### src/rtl/ee_wmode_pkg.sv
package ee_wmode_pkg;

    typedef enum logic [1:0] {
        MODE_ERASE_PGM = 2'b00,
        MODE_ERASE     = 2'b01,
        MODE_PGM       = 2'b10,
        MODE_NONE      = 2'b11
    } wmode_e;

    typedef enum logic [2:0] {
        ST_IDLE,
        ST_WAIT,
        ST_READ,
        ST_DECIDE,
        ST_ARM,
        ST_START
    } state_e;

endpackage

### src/rtl/ee_mode_pick.sv
module ee_mode_pick
    import ee_wmode_pkg::*;
#(
    parameter int DW = 8
) (
    input  logic [DW-1:0] old_byte,
    input  logic [DW-1:0] new_byte,
    output wmode_e        mode
);
    logic [DW-1:0] diff;
    logic          must_rise;
    logic          all_ones;

    assign diff      = old_byte ^ new_byte;
    assign must_rise = |(diff & new_byte);
    assign all_ones  = &new_byte;

    always_comb begin
        if (diff == '0)
            mode = MODE_NONE;
        else if (must_rise)
            mode = all_ones ? MODE_ERASE : MODE_ERASE_PGM;
        else
            mode = MODE_PGM;
    end
endmodule

### src/rtl/ee_pgm_timer.sv
module ee_pgm_timer #(
    parameter int FULL = 16
) (
    input  logic clk,
    input  logic rst_n,
    input  logic load,
    input  logic half,
    output logic busy
);
    localparam int CW       = $clog2(FULL + 1);
    localparam int HALF_CYC = (FULL / 2 < 1) ? 1 : FULL / 2;

    logic [CW-1:0] cnt;

    always_ff @(posedge clk or negedge rst_n) begin
        if (!rst_n)
            cnt <= '0;
        else if (load)
            cnt <= half ? CW'(HALF_CYC) : CW'(FULL);
        else if (cnt != '0)
            cnt <= cnt - 1'b1;
    end

    assign busy = (cnt != '0);

    AST_TMR_LOAD_IDLE: assert property (@(posedge clk) disable iff (!rst_n)
        load |-> !busy);
endmodule

### src/rtl/ee_wmode_ctrl.sv
module ee_wmode_ctrl
    import ee_wmode_pkg::*;
#(
    parameter int AW         = 10,
    parameter int DW         = 8,
    parameter int PGM_CYCLES = 16,
    parameter int RD_CYCLES  = 4
) (
    input  logic          clk,
    input  logic          rst_n,
    input  logic          req_valid,
    input  logic [AW-1:0] req_addr,
    input  logic [DW-1:0] req_data,
    output logic          req_ready,
    output logic          busy,
    output logic [AW-1:0] mem_addr,
    output logic          mem_rd_en,
    input  logic [DW-1:0] mem_rd_data,
    output logic          mem_arm,
    output logic          mem_start,
    output logic [1:0]    mem_mode,
    output logic [DW-1:0] mem_wdata
);
    localparam int RCW = $clog2(RD_CYCLES + 1);

    state_e         state, state_nx;
    logic [AW-1:0]  addr_q;
    logic [DW-1:0]  data_q;
    logic [DW-1:0]  old_q;
    wmode_e         mode_q;
    wmode_e         pick;
    logic [RCW-1:0] rd_cnt;
    logic           tmr_busy;
    logic           rd_last;

    assign rd_last = (rd_cnt == RCW'(RD_CYCLES - 1));

    ee_mode_pick #(.DW(DW)) u_pick (
        .old_byte (old_q),
        .new_byte (data_q),
        .mode     (pick)
    );

    ee_pgm_timer #(.FULL(PGM_CYCLES)) u_tmr (
        .clk   (clk),
        .rst_n (rst_n),
        .load  (state == ST_START),
        .half  (mode_q != MODE_ERASE_PGM),
        .busy  (tmr_busy)
    );

    // state register and datapath registers
    always_ff @(posedge clk or negedge rst_n) begin
        if (!rst_n) begin
            state  <= ST_IDLE;
            addr_q <= '0;
            data_q <= '0;
            old_q  <= '0;
            mode_q <= MODE_NONE;
            rd_cnt <= '0;
        end else begin
            state <= state_nx;
            if (state == ST_IDLE && req_valid) begin
                addr_q <= req_addr;
                data_q <= req_data;
            end
            if (state == ST_WAIT)
                rd_cnt <= '0;
            else if (state == ST_READ) begin
                rd_cnt <= rd_cnt + 1'b1;
                if (rd_last)
                    old_q <= mem_rd_data;
            end
            if (state == ST_DECIDE)
                mode_q <= pick;
        end
    end

    // next-state logic
    always_comb begin
        state_nx = state;
        unique case (state)
            ST_IDLE:   if (req_valid) state_nx = ST_WAIT;
            ST_WAIT:   if (!tmr_busy) state_nx = ST_READ;
            ST_READ:   if (rd_last)   state_nx = ST_DECIDE;
            ST_DECIDE: state_nx = (pick == MODE_NONE) ? ST_IDLE : ST_ARM;
            ST_ARM:    state_nx = ST_START;
            ST_START:  state_nx = ST_IDLE;
            default:   state_nx = ST_IDLE;
        endcase
    end

    // outputs
    always_comb begin
        req_ready = 1'b0;
        mem_rd_en = 1'b0;
        mem_arm   = 1'b0;
        mem_start = 1'b0;
        mem_mode  = 2'b00;
        mem_wdata = '0;
        unique case (state)
            ST_IDLE:  req_ready = 1'b1;
            ST_READ:  mem_rd_en = 1'b1;
            ST_ARM, ST_START: begin
                mem_arm   = (state == ST_ARM);
                mem_start = (state == ST_START);
                mem_mode  = mode_q;
                if (mode_q != MODE_ERASE)
                    mem_wdata = data_q;
            end
            default: ;
        endcase
    end

    assign mem_addr = addr_q;
    assign busy     = (state != ST_IDLE) || tmr_busy;

    AST_NO_READ_IN_PGM: assert property (@(posedge clk) disable iff (!rst_n)
        mem_rd_en |-> !tmr_busy);
    AST_START_AFTER_ARM: assert property (@(posedge clk) disable iff (!rst_n)
        mem_start |-> $past(mem_arm));
    AST_MODE_HELD: assert property (@(posedge clk) disable iff (!rst_n)
        mem_start |-> (mem_mode == $past(mem_mode)));
    AST_ERASE_NO_DATA: assert property (@(posedge clk) disable iff (!rst_n)
        (mem_arm && mem_mode == 2'b01) |-> (mem_wdata == '0));
    AST_EQUAL_NO_ARM: assert property (@(posedge clk) disable iff (!rst_n)
        (state == ST_DECIDE && old_q == data_q) |=> !mem_arm);
endmodule

### config.mk
export PLATFORM = sky130hd
export DESIGN_NAME = ee_wmode_ctrl
export DESIGN_NICKNAME = d
export VERILOG_FILES = /design/src/rtl/ee_wmode_pkg.sv /design/src/rtl/ee_mode_pick.sv /design/src/rtl/ee_pgm_timer.sv /design/src/rtl/ee_wmode_ctrl.sv
export SDC_FILE = /design/constraint.sdc
export NUM_CORES = 1
export LEC_CHECK = 0
export BUFFER_PORTS_ARGS = -buffer_cell sky130_fd_sc_hd__buf_2
export CAP_MARGIN = 0
export CORE_MARGIN = 2
export CORE_UTILIZATION = 52
export DETAILED_ROUTE_END_ITERATION = 8
export PLACE_DENSITY = 0.76
export SLEW_MARGIN = 10
export SYNTH_ARGS = -nofsm -noshare
export SYNTH_HDL_FRONTEND = slang
export SYNTH_HIERARCHICAL = 1
export SYNTH_SLANG_ARGS = --single-unit
export TNS_END_PERCENT = 100
### constraint.sdc
create_clock -name clk -period 2.4 [get_ports clk]
set_input_delay 0.36 -clock clk [delete_from_list [all_inputs] [get_ports clk]]
set_output_delay 0.36 -clock clk [all_outputs]
set_load 0.02 [all_outputs]
==> results of run 1 <==
## cell families after synthesis
kind of cell / after synthesis
xor+xnor: 1
fa+ha+maj: 11
mux: 29
simple gates: 49
flops: 39
compound gates: 15
buf+inv: 23
## what timing repair did
action | in CTS | in global routing
buffers inserted | 0 | 0
gates resized for setup | 0 | 1
setup endpoints to repair | 0 | 1
## placed cells by master, fill, tap and decap left out, types with 2 or more instances in the layout
master,instances
nor2b_1,3
nand2_1,4
nand3b_1,2
mux2_2,28
nor4bb_1,2
nor3b_1,8
nor4_2,2
buf_2,53
nor2_1,11
dfrtp_1,37
a21oi_1,2
a221o_1,3
clkbuf_1,2
inv_1,15
and3_1,3
buf_4,3
dfstp_2,2
clkbuf_8,5
o21ai_1,2
ha_1,11
nand2b_1,3
nand4_1,4
## metrics by stage
stage / hold slack, ns / worst slack, ns / instance area (sq um)
after CTS: 0.196 / 0.101 / 2370
after global routing: 0.240 / 0.0960 / 2380
after detailed placement: 0.491 / 0.422 / 2290
final: 0.168 / 0.219 / 2380
after floorplan: 0.0644 / 0.568 / 1990
after global placement: 0.486 / 0.501 / 2290
## final timing paths
kind | startpoint | endpoint | slack [ns] | cells after the start
worst max-delay path | u_tmr/cnt[0]$_DFFE_PN0P_ | busy | 0.22 | 5
worst min-delay path | rst_n | old_q[3]$_DFFE_PN0P_ | 0.17 | 1
worst max register to register | u_tmr/cnt[0]$_DFFE_PN0P_ | state[1]$_DFFE_PN0P_ | 0.49 | 5
worst min register to register | mem_addr[9]$_DFFE_PN0P_ | mem_addr[9]$_DFFE_PN0P_ | 0.50 | 1
max in group asynchronous | rst_n | u_tmr/cnt[1]$_DFFE_PN0P_ | 1.69 | 1
min in group clk | req_data[0] | data_q[0]$_DFFE_PN0P_ | 0.30 | 2
## routing by layer
| layer | up-vias | routed length [microns] | GRT usage [%] |
|---|---|---|---|
| met2 | 36 | 2070 | 38.1 |
| met5 | - | 0 | 0 |
| li1 | 700 | - | - |
| met1 | 732 | 1620 | 24.6 |
| met3 | 11 | 179 | 5.28 |
| met4 | 0 | 71 | 7.55 |
## cell usage after synthesis, types with 2 or more instances
master,count
and3_1,3
clkbuf_1,4
mux2_2,28
nand2b_1,3
nand3b_1,2
buf_2,2
dfrtp_1,37
nand2_1,4
o21ai_1,2
nor3b_1,8
dfstp_2,2
nor2b_1,3
inv_1,15
a21oi_1,2
nor4_2,2
a221o_1,3
nor4bb_1,2
ha_1,11
nor2_1,11
nand4_1,4
## where the power goes
group          total (uW)  switching [uW]  internal [uW]
clock network         418             214            204
logic                1100             549            548
registers            1160             252            904
## sequential cells by signal, indices dropped and copies added, names as in the netlist
| name | cells |
|---|---|
| data_q | 8 |
| state | 3 |
| u_tmr/cnt | 5 |
| old_q | 8 |
| mode_q | 2 |
| mem_addr | 10 |
| rd_cnt | 3 |
## layout make-up
class | instances | area [sq um]
well taps | 48 | 60.1
inverters | 15 | 56.3
repair buffers | 56 | 288
fillers | 313 | 1280
clock buffers | 7 | 76.3
flip-flops and latches | 39 | 978
clock inverters | 1 | 5.00
multi-input cells | 105 | 915
==> flow_summary.yaml, run 1 <==
outcome:
  outcome: "complete, no violations"
timing:
  final_hold_viol_count: 0
  clock_skew_ns: 0.00923
  grt_setup_unrepaired: "false"
  fin_crit_sh_pct: 90.9
  max_clock_freq_mhz: 459
  slew_violations: 0
  max-slew-margin-rel_pct: 44.0
  fin_setup_tns_ns: 0
  tightest_slew_ns: 0.839
  period_needed_ns: 2.18
  setup_violations: 0
synth:
  synth_mux_area_share_pct: 16.4
  synth_edf_count: 0
  ys_ff_latch: 39
  synth_area_leaders: "dfrtp_1, mux2_2, ha_1"
  synthDistinctLibCells: 39
  syn_inst: 167
  synth-compound-area-share_pct: 5.80
  synth.net_count: 207
  yosysTopAreaCell: "dfrtp_1"
  netlist_area_sq_um: 1990
  synth_xor_area_share_pct: 0.441
  synth.yosys.seq_area_share_pct: 49.3
  synth_top_area_share_pct: 46.6
  yosys.area_share.simple_pct: 16.3
  synth_fa_ha_area_share_pct: 6.93
  synth_top_family_by_area: "multiplexers"
  synth_area_per_cell_sq_um: 11.9
  yosysWarnings: 6
  synth_async_sr_flop_share_pct: 100
  ys.flop_type: "dfrtp_1"
global_routing:
  antenna_found_initial: 0
  grt_pass1_vias: 1601
  grt_first_pass_wirelength_mm: 7.06
  grt_max_degree: 40
  grtUsageTotal_pct: 21.3
  overflow: 0
power:
  p_per_area_nw_per_um2: 1120
  ir_worst_vdd_mv: 0.700
  totalPowerFinal_uw: 2670
  p_leak_uw: 0.00114
clocking:
  cts_tree: "yes"
  clk_pin_slew_ns: 0.08
  h-tree-depth: 2
  holdBufCountCts: 0
  numCtsBuffers: 5
  cts_sinks: 39
  clk_path_buf_depth: 2
  clk-insertion-delay-late_ns: 0.29
  cts-root-buf: "clkbuf_8"
place:
  io_buffer_count: 53
  gp_congestion: 0.763
  dp_hpwl_mm: 2.97
  dpl.cell_count: 263
route:
  drc: 0
  drtIter0Drc: 105
  post_drt_wl_per_cell_microns: 14.5
  vias: 1479
  viasPerCell: 5.46
  ant_nets: 0
  dr.pass1.iters: 4
  wirelength_mm: 3.94
setup_path:
  worst-path-buf-inv: 2
  crit_fanout: 8
  crit_path_end_kind: "primary output"
  cpPeakStageDelay_ns: 0.53
  critPathRequiredTime_ns: 2.04
  path_class: "flip-flop to primary output"
  worstPathArrival_ns: 1.82
  crit_path_cell_trace: "inv_1 -> ha_1 -> or4b_4 -> nand2b_1 -> buf_2"
  cp_slowest_cell: "or4b_4"
  startpoint_type: "flip-flop"
  path_delay_family: "simple AND/OR/NAND/NOR gates"
floorplanning:
  rows: 22
  die_x_microns: 65.8
  initial_core_util_pct: 54.2
  die_h_microns: 65.8
  ios: 54
  die_area_sq_um: 4330
  core_sq_um: 3660
final_layout:
  area_growth_pct: 19.8
  final_util_pct: 65.0
  nets: 262
  antenna_cells: 0
  stdcell_count: 271
  drive_above_1_share_pct: 44.4
min_path:
  hp-class: "primary input to asynchronous set/reset pin"
run:
  cap_viol_max_count: 0
Note: power is estimated with default switching activity, not from simulation.
==> inputs of run 2 (changes only) <==
--- a/config.mk
+++ b/config.mk
@@ -10,7 +10,7 @@
 export CORE_MARGIN = 2
 export CORE_UTILIZATION = 52
 export DETAILED_ROUTE_END_ITERATION = 8
-export PLACE_DENSITY = 0.76
+export PLACE_DENSITY = 0.79
 export SLEW_MARGIN = 10
 export SYNTH_ARGS = -nofsm -noshare
 export SYNTH_HDL_FRONTEND = slang
==> flow_summary.yaml, run 2 (synthesized netlist as in run 1, its figures left out) <==
outcome:
  outcome: "complete, no violations"
floorplanning:
  die_h_microns: 65.8
  die_area_sq_um: 4330
  initial_core_util_pct: 54.2
  ios: 54
  core_sq_um: 3660
  die_x_microns: 65.8
  rows: 22
timing:
  period_needed_ns: 2.28
  max_clock_freq_mhz: 439
  fin_ws_ns: 0.122
  fin_crit_sh_pct: 94.9
  fin_setup_tns_ns: 0
  holdWs_ns: 0.157
  grt_setup_unrepaired: "false"
  final_hold_viol_count: 0
  setup_violations: 0
  clock_skew_ns: 0.00278
  tightest_slew_ns: 0.833
  slew_violations: 0
  max-slew-margin-rel_pct: 44.5
global_routing:
  grt_pass1_vias: 1513
  grt_first_pass_wirelength_mm: 6.93
  overflow: 0
  grtUsageTotal_pct: 21.5
  antenna_found_initial: 0
  grt_max_degree: 40
clocking:
  cts_sinks: 39
  h-tree-depth: 2
  clk_path_buf_depth: 2
  postCtsSetupBuffers: 0
  clk_pin_slew_ns: 0.07
  cts_tree: "yes"
  numCtsBuffers: 5
  cts_resized: 0
  holdBufCountCts: 0
  clk-insertion-delay-late_ns: 0.29
  cts-root-buf: "clkbuf_8"
final_layout:
  antenna_cells: 0
  area_growth_pct: 22.9
  largest_reg_flops: 10
  final_util_pct: 66.7
  nets: 264
  drive_above_1_share_pct: 44.9
  layout_common_cells: "buf_2, dfrtp_1, mux2_2"
  layout_commonest_cell: "buf_2"
route:
  dr.pass1.iters: 4
  post_drt_wl_per_cell_microns: 14.5
  drc: 0
  ant_nets: 0
  vias: 1461
  wirelength_mm: 3.96
  drtIter0Drc: 84
  viasPerCell: 5.35
setup_path:
  cp_slowest_cell: "or4b_1"
  path_delay_family: "simple AND/OR/NAND/NOR gates"
  crit_path_cell_trace: "inv_1 -> ha_1 -> or4b_1 -> nand2b_1 -> buf_2"
  crit_path_end_kind: "primary output"
  crit_fanout: 8
  worstPathArrival_ns: 1.92
  cpPeakStageDelay_ns: 0.61
  path_class: "flip-flop to primary output"
  worst-path-buf-inv: 2
  startpoint_type: "flip-flop"
  critPathRequiredTime_ns: 2.04
place:
  gp_congestion: 0.794
  pre_cts_ws_ns: 0.437
  dp_hpwl_mm: 2.91
  io_buffer_count: 53
power:
  ir_worst_vdd_mv: 0.597
  totalPowerFinal_uw: 2890
  p_leak_uw: 0.00118
  p_per_area_nw_per_um2: 1180
min_path:
  hp-class: "primary input to asynchronous set/reset pin"
run:
  cap_viol_max_count: 0
run 2: cell count changes in the layout (fill, tap and decap cells not counted), sizes merged:
| cell | delta |
|---|---|
| bufinv | +2 |
| clkinv | -1 |
| buf | +2 |
| clkbuf | -1 |
run 2: final timing paths:
| kind | to | from | slack, ns | depth (start not counted) |
|---|---|---|---|---|
| worst max register to register | state[1]$_DFFE_PN0P_ | u_tmr/cnt[0]$_DFFE_PN0P_ | 0.43 | 5 |
| worst min-delay path | old_q[3]$_DFFE_PN0P_ | rst_n | 0.16 | 1 |
| max in group asynchronous | mem_addr[8]$_DFFE_PN0P_ | rst_n | 1.71 | 1 |
| min in group clk | old_q[4]$_DFFE_PN0P_ | mem_rd_data[4] | 0.29 | 2 |
| worst max-delay path | busy | u_tmr/cnt[0]$_DFFE_PN0P_ | 0.12 | 5 |
| worst min register to register | mem_addr[6]$_DFFE_PN0P_ | mem_addr[6]$_DFFE_PN0P_ | 0.50 | 1 |
run 2: through the flow:
| step | cell area (sq um) | instances |
|---|---|---|
| after floorplan | 1990 | 167 |
| after global placement | 2310 | 265 |
| after detailed placement | 2310 | 265 |
| after CTS | 2440 | 273 |
| after global routing | 2440 | 273 |
| final | 2440 | 273 |
run 2: cell type report:
cell class              instances  area, sq um
repair buffers                 58          303
clock inverters                 2         60.1
clock buffers                   6         72.6
multi-input cells             105          911
flip-flops and latches         39          978
well taps                      48         60.1
fillers                       282         1220
inverters                      15         56.3
run 2: power by group:
| group | total [uW] | switching [uW] | internal [uW] |
|---|---|---|---|
| logic | 1120 | 572 | 552 |
| registers | 1130 | 221 | 904 |
| clock network | 642 | 226 | 415 |
run 2: worst reg2reg max path, cell delays in order (launching register included):
cell	delay, ns
dfrtp_1	0.42
inv_1	0.07
ha_1	0.17
or4b_1	0.61
or3b_2	0.49
a21oi_1	0.14
run 2: metal layers:
layer	vias up	track usage, %	part of all wire, %
li1	703	-	-
met1	704	27.0	44
met2	45	34.8	50
met3	9	5.11	5.0
met4	0	10.2	1.8
met5	-	0	0
